File: config.mk
export PLATFORM = sky130hd
export DESIGN_NAME = evt_cmp_channel
export DESIGN_NICKNAME = d
export VERILOG_FILES = /design/src/rtl/evt_cmp_pkg.sv /design/src/rtl/evt_cmp_regs.sv /design/src/rtl/evt_cmp_match.sv /design/src/rtl/evt_cmp_arm.sv /design/src/rtl/evt_cmp_channel.sv
export SDC_FILE = /design/constraint.sdc
export NUM_CORES = 1
export LEC_CHECK = 0
export BUFFER_PORTS_ARGS = -buffer_cell sky130_fd_sc_hd__buf_2
export CAP_MARGIN = 20
export CORE_ASPECT_RATIO = 0.8
export CORE_MARGIN = 2
export CORE_UTILIZATION = 45
export CTS_BUF_LIST = sky130_fd_sc_hd__clkbuf_4 sky130_fd_sc_hd__clkbuf_8
export DETAILED_ROUTE_END_ITERATION = 12
export PLACE_DENSITY = 0.68
export SLEW_MARGIN = 20
export SYNTH_ARGS = -nofsm -noshare
export SYNTH_HDL_FRONTEND = slang
export SYNTH_SLANG_ARGS = --single-unit
export TNS_END_PERCENT = 30
File: constraint.sdc
create_clock -name clk_i -period 10.85 [get_ports clk_i]
set_input_delay 1.085 -clock clk_i [delete_from_list [all_inputs] [get_ports clk_i]]
set_output_delay 1.085 -clock clk_i [all_outputs]
set_load 0.05 [all_outputs]
File: src/rtl/evt_cmp_pkg.sv
package evt_cmp_pkg;
  localparam int unsigned CFG_W = 4;

  typedef struct packed {
    logic mode32;
    logic set_val;
    logic periodic;
    logic en;
  } chan_cfg_t;
endpackage

File: src/rtl/evt_cmp_regs.sv
module evt_cmp_regs
  import evt_cmp_pkg::*;
#(
  parameter int unsigned CNT_W = 64
) (
  input  logic                 clk_i,
  input  logic                 rst_ni,
  input  logic                 cfg_we_i,
  input  logic                 lo_we_i,
  input  logic                 hi_we_i,
  input  logic [CNT_W/2-1:0]   wdata_i,
  input  logic                 adv_i,
  output logic [CNT_W-1:0]     cmp_o,
  output logic [CNT_W-1:0]     per_o,
  output chan_cfg_t            cfg_o,
  output logic [CNT_W-1:0]     cmp_d_o,
  output chan_cfg_t            cfg_d_o
);
  localparam int unsigned H = CNT_W / 2;

  logic [CNT_W-1:0] cmp_q, cmp_d, per_q, per_d, sum;
  chan_cfg_t        cfg_q, cfg_d;
  logic             upd_cmp;

  always_comb begin
    cfg_d   = cfg_q;
    cmp_d   = cmp_q;
    per_d   = per_q;
    sum     = cmp_q + per_q;
    upd_cmp = !cfg_q.periodic || cfg_q.set_val;
    if (adv_i) begin
      cmp_d = cfg_q.mode32 ? {{H{1'b0}}, sum[H-1:0]} : sum;
    end
    if (cfg_we_i) begin
      cfg_d = chan_cfg_t'(wdata_i[CFG_W-1:0]);
      if (cfg_d.mode32) begin
        cmp_d[CNT_W-1:H]   = '0;
        per_d[CNT_W-1:H-1] = '0;
      end
    end else if (lo_we_i || hi_we_i) begin
      cfg_d.set_val = 1'b0;
      if (lo_we_i) begin
        if (upd_cmp) cmp_d[H-1:0] = wdata_i;
        if (cfg_q.periodic)
          per_d[H-1:0] = cfg_q.mode32 ? {1'b0, wdata_i[H-2:0]} : wdata_i;
      end
      if (hi_we_i) begin
        if (upd_cmp && !cfg_q.mode32) cmp_d[CNT_W-1:H] = wdata_i;
        if (cfg_q.periodic)
          per_d[CNT_W-1:H] = cfg_q.mode32 ? '0 : {1'b0, wdata_i[H-2:0]};
      end
    end
  end

  always_ff @(posedge clk_i or negedge rst_ni) begin
    if (!rst_ni) begin
      cmp_q <= '1;
      per_q <= '0;
      cfg_q <= '0;
    end else begin
      cmp_q <= cmp_d;
      per_q <= per_d;
      cfg_q <= cfg_d;
    end
  end

  assign cmp_o   = cmp_q;
  assign per_o   = per_q;
  assign cfg_o   = cfg_q;
  assign cmp_d_o = cmp_d;
  assign cfg_d_o = cfg_d;
endmodule

File: src/rtl/evt_cmp_match.sv
module evt_cmp_match #(
  parameter int unsigned CNT_W = 64
) (
  input  logic [CNT_W-1:0] cnt_i,
  input  logic [CNT_W-1:0] cmp_i,
  input  logic [CNT_W-1:0] per_i,
  input  logic             en_i,
  input  logic             periodic_i,
  input  logic             mode32_i,
  input  logic             armed_i,
  input  logic             wrap_i,
  input  logic             glb_en_i,
  input  logic             wr_any_i,
  output logic             wrap_hit_o,
  output logic             match_hit_o,
  output logic             adv_o
);
  localparam int unsigned H  = CNT_W / 2;
  localparam int unsigned NH = 2;

  logic [NH-1:0] eq_half;
  logic          active;

  for (genvar g = 0; g < NH; g++) begin : g_half
    assign eq_half[g] = (cnt_i[g*H +: H] == cmp_i[g*H +: H]);
  end

  assign active      = armed_i && glb_en_i && en_i && !wr_any_i;
  assign wrap_hit_o  = active && wrap_i && (&cnt_i[H-1:0]);
  assign match_hit_o = active && !wrap_i && (mode32_i ? eq_half[0] : &eq_half);
  assign adv_o       = match_hit_o && periodic_i && (per_i != '0);
endmodule

File: src/rtl/evt_cmp_arm.sv
module evt_cmp_arm #(
  parameter int unsigned CNT_W = 64
) (
  input  logic               clk_i,
  input  logic               rst_ni,
  input  logic               glb_en_i,
  input  logic               cfg_we_i,
  input  logic               cmp_we_i,
  input  logic               en_q_i,
  input  logic               en_d_i,
  input  logic               periodic_q_i,
  input  logic               oneshot32_d_i,
  input  logic [CNT_W/2-1:0] cmp_lo_d_i,
  input  logic [CNT_W/2-1:0] cnt_lo_i,
  input  logic               wrap_hit_i,
  input  logic               match_hit_i,
  output logic               armed_o,
  output logic               wrap_o
);
  logic glb_q, armed_q, wrap_q;
  logic en_rise, en_fall, arm_now, wrap_set;

  assign en_rise  = cfg_we_i && !en_q_i && en_d_i;
  assign en_fall  = cfg_we_i && en_q_i && !en_d_i;
  assign arm_now  = en_rise || (cmp_we_i && glb_en_i) || (!glb_q && en_q_i);
  // match lies beyond a wrap of the low counter word
  assign wrap_set = oneshot32_d_i && (cmp_lo_d_i < cnt_lo_i);

  always_ff @(posedge clk_i or negedge rst_ni) begin
    if (!rst_ni) begin
      glb_q   <= 1'b0;
      armed_q <= 1'b0;
      wrap_q  <= 1'b0;
    end else begin
      glb_q <= glb_en_i;
      if (!glb_en_i || en_fall) begin
        armed_q <= 1'b0;
        wrap_q  <= 1'b0;
      end else if (arm_now) begin
        armed_q <= 1'b1;
        wrap_q  <= wrap_set;
      end else begin
        if (wrap_hit_i) wrap_q <= 1'b0;
        if (match_hit_i && !periodic_q_i) armed_q <= 1'b0;
      end
    end
  end

  assign armed_o = armed_q;
  assign wrap_o  = wrap_q;
endmodule

File: src/rtl/evt_cmp_channel.sv
module evt_cmp_channel
  import evt_cmp_pkg::*;
#(
  parameter int unsigned CNT_W = 64
) (
  input  logic               clk_i,
  input  logic               rst_ni,
  input  logic [CNT_W-1:0]   count_i,
  input  logic               glb_en_i,
  input  logic               cfg_we_i,
  input  logic               cmp_lo_we_i,
  input  logic               cmp_hi_we_i,
  input  logic [CNT_W/2-1:0] wdata_i,
  output logic               expire_o,
  output logic [CNT_W-1:0]   cmp_o,
  output logic [CFG_W-1:0]   cfg_o
);
  localparam int unsigned H = CNT_W / 2;

  logic [CNT_W-1:0] cmp_w, per_w, cmp_d_w;
  chan_cfg_t        cfg_w, cfg_d_w;
  logic             adv_w, wrap_hit_w, match_hit_w, armed_w, wrap_w;
  logic             cmp_we_w, wr_any_w, expire_q;

  assign cmp_we_w = cmp_lo_we_i || cmp_hi_we_i;
  assign wr_any_w = cmp_we_w || cfg_we_i;

  evt_cmp_regs #(.CNT_W(CNT_W)) u_regs (
    .clk_i   (clk_i),
    .rst_ni  (rst_ni),
    .cfg_we_i(cfg_we_i),
    .lo_we_i (cmp_lo_we_i),
    .hi_we_i (cmp_hi_we_i),
    .wdata_i (wdata_i),
    .adv_i   (adv_w),
    .cmp_o   (cmp_w),
    .per_o   (per_w),
    .cfg_o   (cfg_w),
    .cmp_d_o (cmp_d_w),
    .cfg_d_o (cfg_d_w)
  );

  evt_cmp_match #(.CNT_W(CNT_W)) u_match (
    .cnt_i      (count_i),
    .cmp_i      (cmp_w),
    .per_i      (per_w),
    .en_i       (cfg_w.en),
    .periodic_i (cfg_w.periodic),
    .mode32_i   (cfg_w.mode32),
    .armed_i    (armed_w),
    .wrap_i     (wrap_w),
    .glb_en_i   (glb_en_i),
    .wr_any_i   (wr_any_w),
    .wrap_hit_o (wrap_hit_w),
    .match_hit_o(match_hit_w),
    .adv_o      (adv_w)
  );

  evt_cmp_arm #(.CNT_W(CNT_W)) u_arm (
    .clk_i        (clk_i),
    .rst_ni       (rst_ni),
    .glb_en_i     (glb_en_i),
    .cfg_we_i     (cfg_we_i),
    .cmp_we_i     (cmp_we_w),
    .en_q_i       (cfg_w.en),
    .en_d_i       (cfg_d_w.en),
    .periodic_q_i (cfg_w.periodic),
    .oneshot32_d_i(cfg_d_w.mode32 && !cfg_d_w.periodic),
    .cmp_lo_d_i   (cmp_d_w[H-1:0]),
    .cnt_lo_i     (count_i[H-1:0]),
    .wrap_hit_i   (wrap_hit_w),
    .match_hit_i  (match_hit_w),
    .armed_o      (armed_w),
    .wrap_o       (wrap_w)
  );

  always_ff @(posedge clk_i or negedge rst_ni) begin
    if (!rst_ni) expire_q <= 1'b0;
    else         expire_q <= wrap_hit_w || match_hit_w;
  end

  assign expire_o = expire_q;
  assign cmp_o    = cmp_w;
  assign cfg_o    = cfg_w;
endmodule

### After elaboration in Yosys (flattened, before gate mapping)

Cells that the tools add are included.

| operators by class | value |
|---|---|
| add/sub/neg operators | 1 |
| multiplexer cells | 30 |
| bitwise operators | 1 |
| divide/modulo/power cells | 0 |
| equality and inequality tests | 3 |
| reductions and logical operators | 47 |
| multipliers | 0 |
| magnitude comparators | 1 |
| shift-type cells | 0 |

Operators by type and width:

| operator | count |
|---|---|
| $mux 32 | 12 |
| $mux 64 | 4 |
| $mux 33 | 2 |
| $add 64x64->64 | 1 |
| $eq 32x32->1 | 2 |
| $reduce_bool 64->1 | 1 |
| $lt 32x32->1 | 1 |
| $reduce_and 32->1 | 1 |
| $mux 31 | 1 |
| $logic_and 1x1->1 | 19 |
| $reduce_and 4->1 | 3 |
| $mux 1 | 10 |
| $logic_not 1->1 | 9 |
| $reduce_bool 2->1 | 4 |
| $logic_or 1x1->1 | 7 |
| $reduce_bool 3->1 | 2 |
| $mux 2 | 1 |
| $ne 2x1->1 const B | 1 |
| $reduce_and 2->1 | 1 |
| $not 1->1 | 1 |

| storage, ports and cells | value |
|---|---|
| output and inout bits | 69 |
| bits in read-only memories | 0 |
| memories kept | 0 |
| register bits after elaboration | 136 |
| latch bits | 0 |
| memory bits (writable) | 0 |
| bits of input ports | 102 |
| logic and storage cells | 95 |

### Logic depth before layout (Yosys ltp)

Gate-level depths: netlist (run 1).

| depth | value |
|---|---|
| depth after elaboration | 17 |
| mapped depth | 24 |
| gate-level depth less buffers | 24 |

### Modules after synthesis

Synthesis (run 1) repeated with hierarchy kept, for this count alone.

| unflattened totals | value |
|---|---|
| cells, all modules | 1305 |
| area, all modules | 11136.9 um^2 |

Modules (own cells, without submodules):

| module | cells each | seq. area each (um^2) | instances | area an instance (um^2) |
|---|---|---|---|---|
| evt_cmp_regs | 1054 | 3358.2 | 1 | 9226.3 |
| evt_cmp_match | 124 | 0.0 | 1 | 938.4 |
| evt_cmp_arm | 122 | 75.1 | 1 | 922.1 |
| evt_cmp_channel | 5 | 25.0 | 1 | 50.0 |

### Worst setup path after synthesis (run 1)

No wires, ideal clock.

| path | value |
|---|---|
| kind | in2reg |
| start point | input count_i[44] |
| end point | register u_arm.wrap_q (netlist: u_arm.wrap_o) |
| stages | 21 |
| buffers on the path | 2 |
| setup time | 0.095 ns |
| required time | 10.755 ns |
| setup slack | 6.079 ns |
| data arrival time | 4.675 ns |
| path through | xnor2_1 -> nand4_1 -> nor4_1 -> a21oi_1 -> nor4_1 -> nand2_1 -> clkbuf_8 -> clkbuf_1 -> mux2i_1 -> o21ai_0 -> ha_1 -> a21o_1 -> a21oi_1 -> nor2b_1 -> o21ai_0 -> nand2b_1 -> a21oi_1 -> o21ai_0 -> o21ai_0 -> or4bb_1 -> o31ai_1 |

| between the ends | value |
|---|---|
| cells in the longest elaborated chain, start to end | 15 |

RTL lines:

| item | line | source |
|---|---|---|
| from (decl) | evt_cmp_channel.sv:8 | `input logic [CNT_W-1:0] count_i,` |
| $eq 32x32->1 * | evt_cmp_match.sv:25 | `assign eq_half[g] = (cnt_i[g*H +: H] == cmp_i[g*H +: H]);` |
| $reduce_and 2->1 * | evt_cmp_match.sv:30 | `assign match_hit_o = active && !wrap_i && (mode32_i ? eq_half[0] : &eq_half);` |
| $mux 1 * | evt_cmp_match.sv:30 |  |
| $logic_and 1x1->1 * | evt_cmp_match.sv:30 |  |
| $logic_and 1x1->1 * (2 in series) | evt_cmp_match.sv:31 | `assign adv_o = match_hit_o && periodic_i && (per_i != '0);` |
| $mux 64 * | evt_cmp_regs.sv:31 | `if (adv_i) begin` |
| $mux 32 | evt_cmp_regs.sv:43 | `if (upd_cmp) cmp_d[H-1:0] = wdata_i;` |
| $mux 32 | evt_cmp_regs.sv:42 | `if (lo_we_i) begin` |
| $mux 64 | evt_cmp_regs.sv:40 | `end else if (lo_we_i \|\| hi_we_i) begin` |
| $mux 32 * | evt_cmp_regs.sv:34 | `if (cfg_we_i) begin` |
| via cmp_d_w[25] | evt_cmp_channel.sv:20 | `logic [CNT_W-1:0] cmp_w, per_w, cmp_d_w;` |
| $lt 32x32->1 * | evt_cmp_arm.sv:27 | `assign wrap_set = oneshot32_d_i && (cmp_lo_d_i < cnt_lo_i);` |
| $logic_and 1x1->1 * | evt_cmp_arm.sv:27 |  |
| $mux 1 * | evt_cmp_arm.sv:39 | `end else if (arm_now) begin` |
| $mux 1 * | evt_cmp_arm.sv:36 | `if (!glb_en_i \|\| en_fall) begin` |
| to (signal assigned) | evt_cmp_arm.sv:41 | `wrap_q <= wrap_set;` |
| to (decl) | evt_cmp_arm.sv:20 | `logic glb_q, armed_q, wrap_q;` |

The timed path passes the listed nets; every way through them passes the cells marked *.
A chain may end at the register's enable or synchronous reset.

### Worst setup path in the final report (run 1)

| path | value |
|---|---|
| start point | input count_i[38] |
| end point | register u_arm.wrap_q (netlist: u_arm.wrap_o) |

Same word-level chain as after synthesis.

==> metrics.cfg, run 1 <==
[final_layout]
commonest_cells_after_routing_fill_and_taps_aside=sky130_fd_sc_hd__buf_2 (169), sky130_fd_sc_hd__nand2_1 (166), sky130_fd_sc_hd__a21oi_1 (123), sky130_fd_sc_hd__o21ai_0 (117), sky130_fd_sc_hd__nor2_1 (101)
finalNetCount=1676
final_util_pct=51.7
layout.cells.most_common=sky130_fd_sc_hd__buf_2
nFillCells=2355
layout.cell_area.non_filler_um2=12700
area.growth.synth_to_final_pct=11.9
antenna_cells=0
multiInputGateArea_um2=7330
sequential_cell_area_um2=3460
share_of_final_layout_standard_cells_stronger_than_drive_strength_1_pct=23.0
finalNonFillerCells=1810

[logic_synthesis]
synth_area_leaders=sky130_fd_sc_hd__dfrtp_1 (16%), sky130_fd_sc_hd__dfstp_2 (15%), sky130_fd_sc_hd__ha_1 (10%)
synth-main-ff-cell=sky130_fd_sc_hd__dfrtp_1
synth_edf_count=0
netlist.area_leader.share_pct=15.7
netlist_instances=1342
total_standard_cell_area_after_synthesis_um2=11300
synth-seq-cells=135
netlist-cell-type-count=90
synth.yosys.warnings=0
syn_avg_cell_area_um2=8.45
async_reset_ff_share_pct=100
netlist.top_cell.by_area=sky130_fd_sc_hd__dfrtp_1
yosysSeqAreaShare_pct=30.5
syn_nets=1539

[sta]
worst_slew_pin_slew_ps=1160
timing.final.max_slew_violations=0
min_period_over_period_pct=54.1
fmax_mhz=170
post-route-min-period_ps=5870
rsz0062_at_grt=false
endpoints_failing_setup=0
timing.slew.headroom_pct=22.7
final.setup_skew_ps=20.3
finalHoldViolCount=0
timing.setup.tns_ps=0
final_ws_setup_ps=4980
timing.hold.ws_ps=526

[grt]
grt_start_max_net_pins=73
grt_antenna_before_repair=1
global_route_wire_length_before_repair_um=60200
all_layer_global_routing_usage_pct=29.5
grt-ovfl-total=0
vias_in_the_first_global_route=10200

[routing]
highest-signal-layer=met4
postRouteWirelength_um=39700
dr_total_vias=10900
remaining_antenna_violation_count=0
drt-met1-wl_um=18800
post-route-drc-count=0
avgRoutedWirePerCell_um=22.0
vias_per_cell=6.04
route.met2.wl_um=16700
number_of_violations_reported_at_the_end_of_detailed_routing_iteration_0=1060
drt_pass1_iterations=6
wl_met3_um=3740

[setup_path]
crit-reg2reg-capture=u_arm.wrap_o
end_point_of_the_critical_path=u_arm.wrap_o
setup.worst_path.end_class=flop
critPathRequiredTime_ps=11230
critPathLaunch=count_i[38]
worst_r2r_startpoint=u_regs.cmp_o[38]
crit_path_cell_trace=buf_2 -> xnor2_1 -> nand4_1 -> nor4_1 -> a21oi_1 -> nor4_1 -> nand2_4 -> buf_4 -> mux2i_1 -> o21ai_0 -> ha_1 -> a21o_1 -> a21oi_1 -> nor2b_1 -> o21ai_0 -> nand2b_1 -> a21oi_1 -> o21ai_0 -> o21ai_0 -> or4bb_1 -> o31ai_1
reg2reg_slack_ps=5210
critical_path_class=input pin to flop
crit_path_max_fanout=55
reg2reg_depth=20
crit_slowest_cell=sky130_fd_sc_hd__nor4_1
cp.arrival_ps=6260
max_stage_delay_ps=570
path_common_cell=sky130_fd_sc_hd__o21ai_0
critical_path.startpoint_type=input pin

[flow_run]
max_cap_viols=0

[power]
cellPowerDensity_nw_per_um2=175
vdd_ir_drop_max_mv=0.0979
total_power_mw=2.22
power.leakage_nw=5.70

[cts]
clkSlewWorstSetupHoldPaths_ps=80
tritoncts_clock_tree=done
worstSkewPairLatency_ps=470
ctsHtreeMaxLevel=4
cts.repair_timing.setup_buffer_count=0
tritoncts_num_sinks=135
number_of_buffers_created_by_cts=17
cts-root-buf=sky130_fd_sc_hd__clkbuf_8
clock_path_buffers=2
cts.repair.resized=0
holdBufCountCts=0

[floorplanning]
floorplan.core_area_um2=24600
rows=51
chipWidth_um=182
top_level_ports=171
floorplan.initialDensity_pct=46.2
design.die.area_um2=26500
die_h_um=146

[outcome]
status=finished, final reports clean

[place]
placement.io_buffers=170
post-dp-hpwl_um=30800
post-place-cells=1778
dpl_worst_slack_ps=4610
detailed_place.area_um2=12300
gpl.final_weighted_congestion=0.979

[worst_hold_path]
holdCritPathClass=flop to flop

-- report_power, final --
group	internal [mW]	switching [mW]
Combinational	0.387	0.687
Clock	0.215	0.209
Sequential	0.609	0.110
Total	1.21	1.01
-- kinds of logic (layout without fill, tap and decap cells) --
kind of cell	Yosys count	count (layout)	synth area share, %
buf+inv	114	264	5.14
xor+xnor	120	120	9.26
simple gates	441	441	18.4
fa+ha+maj	95	95	10.5
compound gates	401	401	22.7
flops	135	135	30.5
mux	36	36	3.52
-- sequential cells by signal, indices dropped and copies added, names as in the netlist --
| signal | flops |
|---|---|
| u_arm.armed_o | 1 |
| u_arm.glb_q | 1 |
| expire_o | 1 |
| u_regs.cfg_o | 4 |
| u_regs.cmp_o | 64 |
| u_arm.wrap_o | 1 |
| u_regs.per_o | 63 |
-- cell usage after synthesis, drive strengths merged, types with 7 or more instances --
library cell  number
ha                94
nor3              24
nand3             23
xnor2             88
a21o              29
a221oi            20
and3              11
nand2            169
o21bai            13
nand2b             7
nand4             46
o21a              10
nor2b             11
mux2              31
buf               20
nor2             102
dfstp             64
a31oi             15
xor2              32
a21oi            126
inv               53
a211oi            12
o21ai            130
nor4              26
clkbuf            40
dfrtp             71
-- routing by layer --
layer	vias to the layer above	GRT usage, %
li1	5145	-
met1	5242	44.5
met2	500	42.8
met3	43	6.78
met4	0	5.93
met5	-	0
-- worst max-delay path, delay by kind of cell --
kind | cells | cell delay, ps
adder cells (fa/ha/maj) | 1 | 310
AND/OR/NAND/NOR | 7 | 2110
AO/OA/AOI/OAI | 9 | 1670
multiplexers | 1 | 190
buffers and inverters | 2 | 560
XOR/XNOR | 1 | 320
-- worst min-delay path by stage --
stage                                start                to  depth (start not counted)
after floorplan           u_regs.per_o[33]  u_regs.per_o[33]                          2
after global placement    u_regs.per_o[46]  u_regs.per_o[46]                          2
after detailed placement  u_regs.per_o[53]  u_regs.per_o[53]                          2
after CTS                 u_regs.cmp_o[63]  u_regs.cmp_o[63]                          2
after global routing      u_regs.per_o[55]  u_regs.per_o[55]                          2
final                     u_regs.per_o[53]  u_regs.per_o[53]                          2
-- cell type report --
class                   instances  area share, %
flip-flops and latches        135           27.2
repair buffers                179           7.28
multi-input cells            1093           57.7
clock inverters                 7          0.542
clock buffers                  25           2.51
well taps                     318           3.13
inverters                      53           1.57
Note: power is estimated with default switching activity, not from simulation.
==> inputs of run 2 (changes only) <==
clock period = 5.8 ns   (was 10.85 ns; I/O delays follow)
==> run 2 against run 1 <==
Against the previous run:
- sequential power is 86% higher
- worst hold slack worse by 350 ps
- via count is 0.65% higher
- final area is 0.39% higher
- wire length is 0.63% higher
- critical endpoint unchanged
==> metrics.cfg, run 2 (synthesis results as in run 1) <==
[outcome]
status=finished, final reports clean

[routing]
vias_per_cell=6.07
wl_met3_um=4020
highest-signal-layer=met5
drt-met1-wl_um=18300
remaining_antenna_violation_count=0
dr_total_vias=11000
route.met2.wl_um=16800
number_of_violations_reported_at_the_end_of_detailed_routing_iteration_0=1071
post-route-drc-count=0
postRouteWirelength_um=40000
drt_pass1_iterations=5
avgRoutedWirePerCell_um=22.1

[final_layout]
largest_reg_flops=64
final_util_pct=51.9
antenna_cells=0
area.growth.synth_to_final_pct=12.3
layout.cells.most_common=sky130_fd_sc_hd__buf_2
finalNetCount=1678
share_of_final_layout_standard_cells_stronger_than_drive_strength_1_pct=23.2
commonest_cells_after_routing_fill_and_taps_aside=sky130_fd_sc_hd__buf_2 (169), sky130_fd_sc_hd__nand2_1 (166), sky130_fd_sc_hd__a21oi_1 (123), sky130_fd_sc_hd__o21ai_0 (116), sky130_fd_sc_hd__nor2_1 (101)

[setup_path]
max_stage_delay_ps=580
reg2reg_slack_ps=360
crit_path_max_fanout=4
path_common_cell=sky130_fd_sc_hd__o21ai_0
reg2reg_depth=22
crit-reg2reg-capture=u_arm.wrap_o
critical_path.startpoint_type=flop
setup.worst_path.end_class=flop
cp_delay_by_family_top=compound AO/OA/AOI/OAI gates
crit_slowest_cell=sky130_fd_sc_hd__dfstp_2
crit_path_cell_trace=ha_1 -> inv_1 -> fa_1 -> and2b_1 -> o2111ai_1 -> a211oi_2 -> o2111ai_2 -> a31oi_4 -> a31oi_1 -> o21ai_0 -> xnor2_1 -> nor2_1 -> a21oi_1 -> o21ai_0 -> ha_1 -> a211oi_1 -> nand3_1 -> nor3_1 -> o21ai_0 -> o21ai_2 -> or4bb_1 -> o31ai_1
critPathRequiredTime_ps=6200
worst_r2r_startpoint=u_regs.cmp_o[0]
cp.arrival_ps=5840
critical_path_class=flop to flop
critical_path.n_buffers_inverters=1

[place]
post-dp-hpwl_um=31200
gpl.final_weighted_congestion=0.932
dpl_worst_slack_ps=154
placement.io_buffers=170

[power]
total_power_mw=4.17
power_switching_mw=1.91
vdd_ir_drop_max_mv=0.197
switching_share_pct=45.7
seq_power_share_pct=32.2
portion_of_total_power_attributed_to_combinational_logic_pct=48.4
clock_network_fraction_of_total_power_pct=19.4
intPower_mw=2.27
power.leakage_nw=5.71
cellPowerDensity_nw_per_um2=327

[floorplanning]
top_level_ports=171
floorplan.initialDensity_pct=46.2
design.die.area_um2=26500
rows=51
die_h_um=146
floorplan.core_area_um2=24600
chipWidth_um=182

[grt]
vias_in_the_first_global_route=10200
global_route_wire_length_before_repair_um=60700
grt_start_max_net_pins=85
grt-ovfl-total=0
all_layer_global_routing_usage_pct=30.0
grt_antenna_before_repair=1

[cts]
tritoncts_num_sinks=135
ctsHtreeMaxLevel=4
cts-root-buf=sky130_fd_sc_hd__clkbuf_8
cts.repair_timing.setup_buffer_count=0
worstSkewPairLatency_ps=490
number_of_buffers_created_by_cts=17
clock_path_buffers=2
clkSlewWorstSetupHoldPaths_ps=100
tritoncts_clock_tree=done

[sta]
timing.setup.tns_ps=0
fmax_mhz=184
finalHoldViolCount=0
endpoints_failing_setup=0
rsz0062_at_grt=false
worst_slew_pin_slew_ps=1050
post-route-min-period_ps=5440
min_period_over_period_pct=93.7
timing.final.max_slew_violations=0
timing.slew.headroom_pct=30.1
final_ws_setup_ps=363
final.setup_skew_ps=23.4

[worst_hold_path]
holdCritPathClass=input pin to async pin

[flow_run]
max_cap_viols=0

==> run 2: power groups by stage <==
stage          clock, mW  combinational (mW)  sequential (mW)
2_1_floorplan          0                1.27             1.52
3_3_place_gp           0                1.96             1.36
3_5_place_dp           0                1.97             1.36
4_1_cts            0.822                1.98             1.34
5_1_grt            0.861                2.19             1.36
6_report           0.810                2.02             1.34
==> run 2: cell type report <==
type | instances | area (um2)
fill | 2348 | 11800
multi-input combinational | 1093 | 7350
sequential | 135 | 3460
timing repair buffer | 181 | 952
tap | 318 | 398
clock buffer | 20 | 263
inverter | 53 | 199
clock inverter | 12 | 129
==> run 2: repair_timing <==
action,CTS,global route
gates resized for setup,0,4
endpoints found under the setup margin,0,1
hold buffers,0,0
==> run 2: per-layer routing <==
| layer | vias to the layer above | global-route usage [%] |
|---|---|---|
| met1 | 5306 | 44.0 |
| li1 | 5142 | - |
| met3 | 58 | 8.33 |
| met2 | 493 | 43.2 |
| met4 | 2 | 7.15 |
| met5 | - | 1.09 |
==> run 2: metrics by stage <==
stage               cell area, um2  hold slack [ps]  instances
global placement             12300              501       1780
finish                       12700              177       1812
global route                 12700              226       1812
detailed placement           12300              508       1780
CTS                          12700              188       1812
floorplan                    11300              284       1342
==> run 2: how the worst max path moves through the flow <==
stage	start	endpoint	slack, ps	cells past startpoint
after floorplan	u_regs.cmp_o[0]	u_arm.wrap_o	1150	22
after global placement	u_regs.cmp_o[0]	u_arm.wrap_o	410	22
after detailed placement	u_regs.cmp_o[0]	u_arm.wrap_o	150	22
after CTS	u_regs.cmp_o[0]	u_arm.wrap_o	120	22
after global routing	u_regs.cmp_o[0]	u_arm.wrap_o	10	22
final	u_regs.cmp_o[0]	u_arm.wrap_o	360	22
==> run 2: worst reg2reg max path, stage by stage (launching register included) <==
cell and delay (ps):
sky130_fd_sc_hd__dfstp_2 580, sky130_fd_sc_hd__ha_1 230, sky130_fd_sc_hd__inv_1 80, sky130_fd_sc_hd__fa_1 390, sky130_fd_sc_hd__and2b_1 260, sky130_fd_sc_hd__o2111ai_1 180, sky130_fd_sc_hd__a211oi_2 360, sky130_fd_sc_hd__o2111ai_2 280
sky130_fd_sc_hd__a31oi_4 290, sky130_fd_sc_hd__a31oi_1 150, sky130_fd_sc_hd__o21ai_0 220, sky130_fd_sc_hd__xnor2_1 180, sky130_fd_sc_hd__nor2_1 70, sky130_fd_sc_hd__a21oi_1 110, sky130_fd_sc_hd__o21ai_0 150, sky130_fd_sc_hd__ha_1 260
sky130_fd_sc_hd__a211oi_1 220, sky130_fd_sc_hd__nand3_1 120, sky130_fd_sc_hd__nor3_1 170, sky130_fd_sc_hd__o21ai_0 170, sky130_fd_sc_hd__o21ai_2 220, sky130_fd_sc_hd__or4bb_1 430, sky130_fd_sc_hd__o31ai_1 220
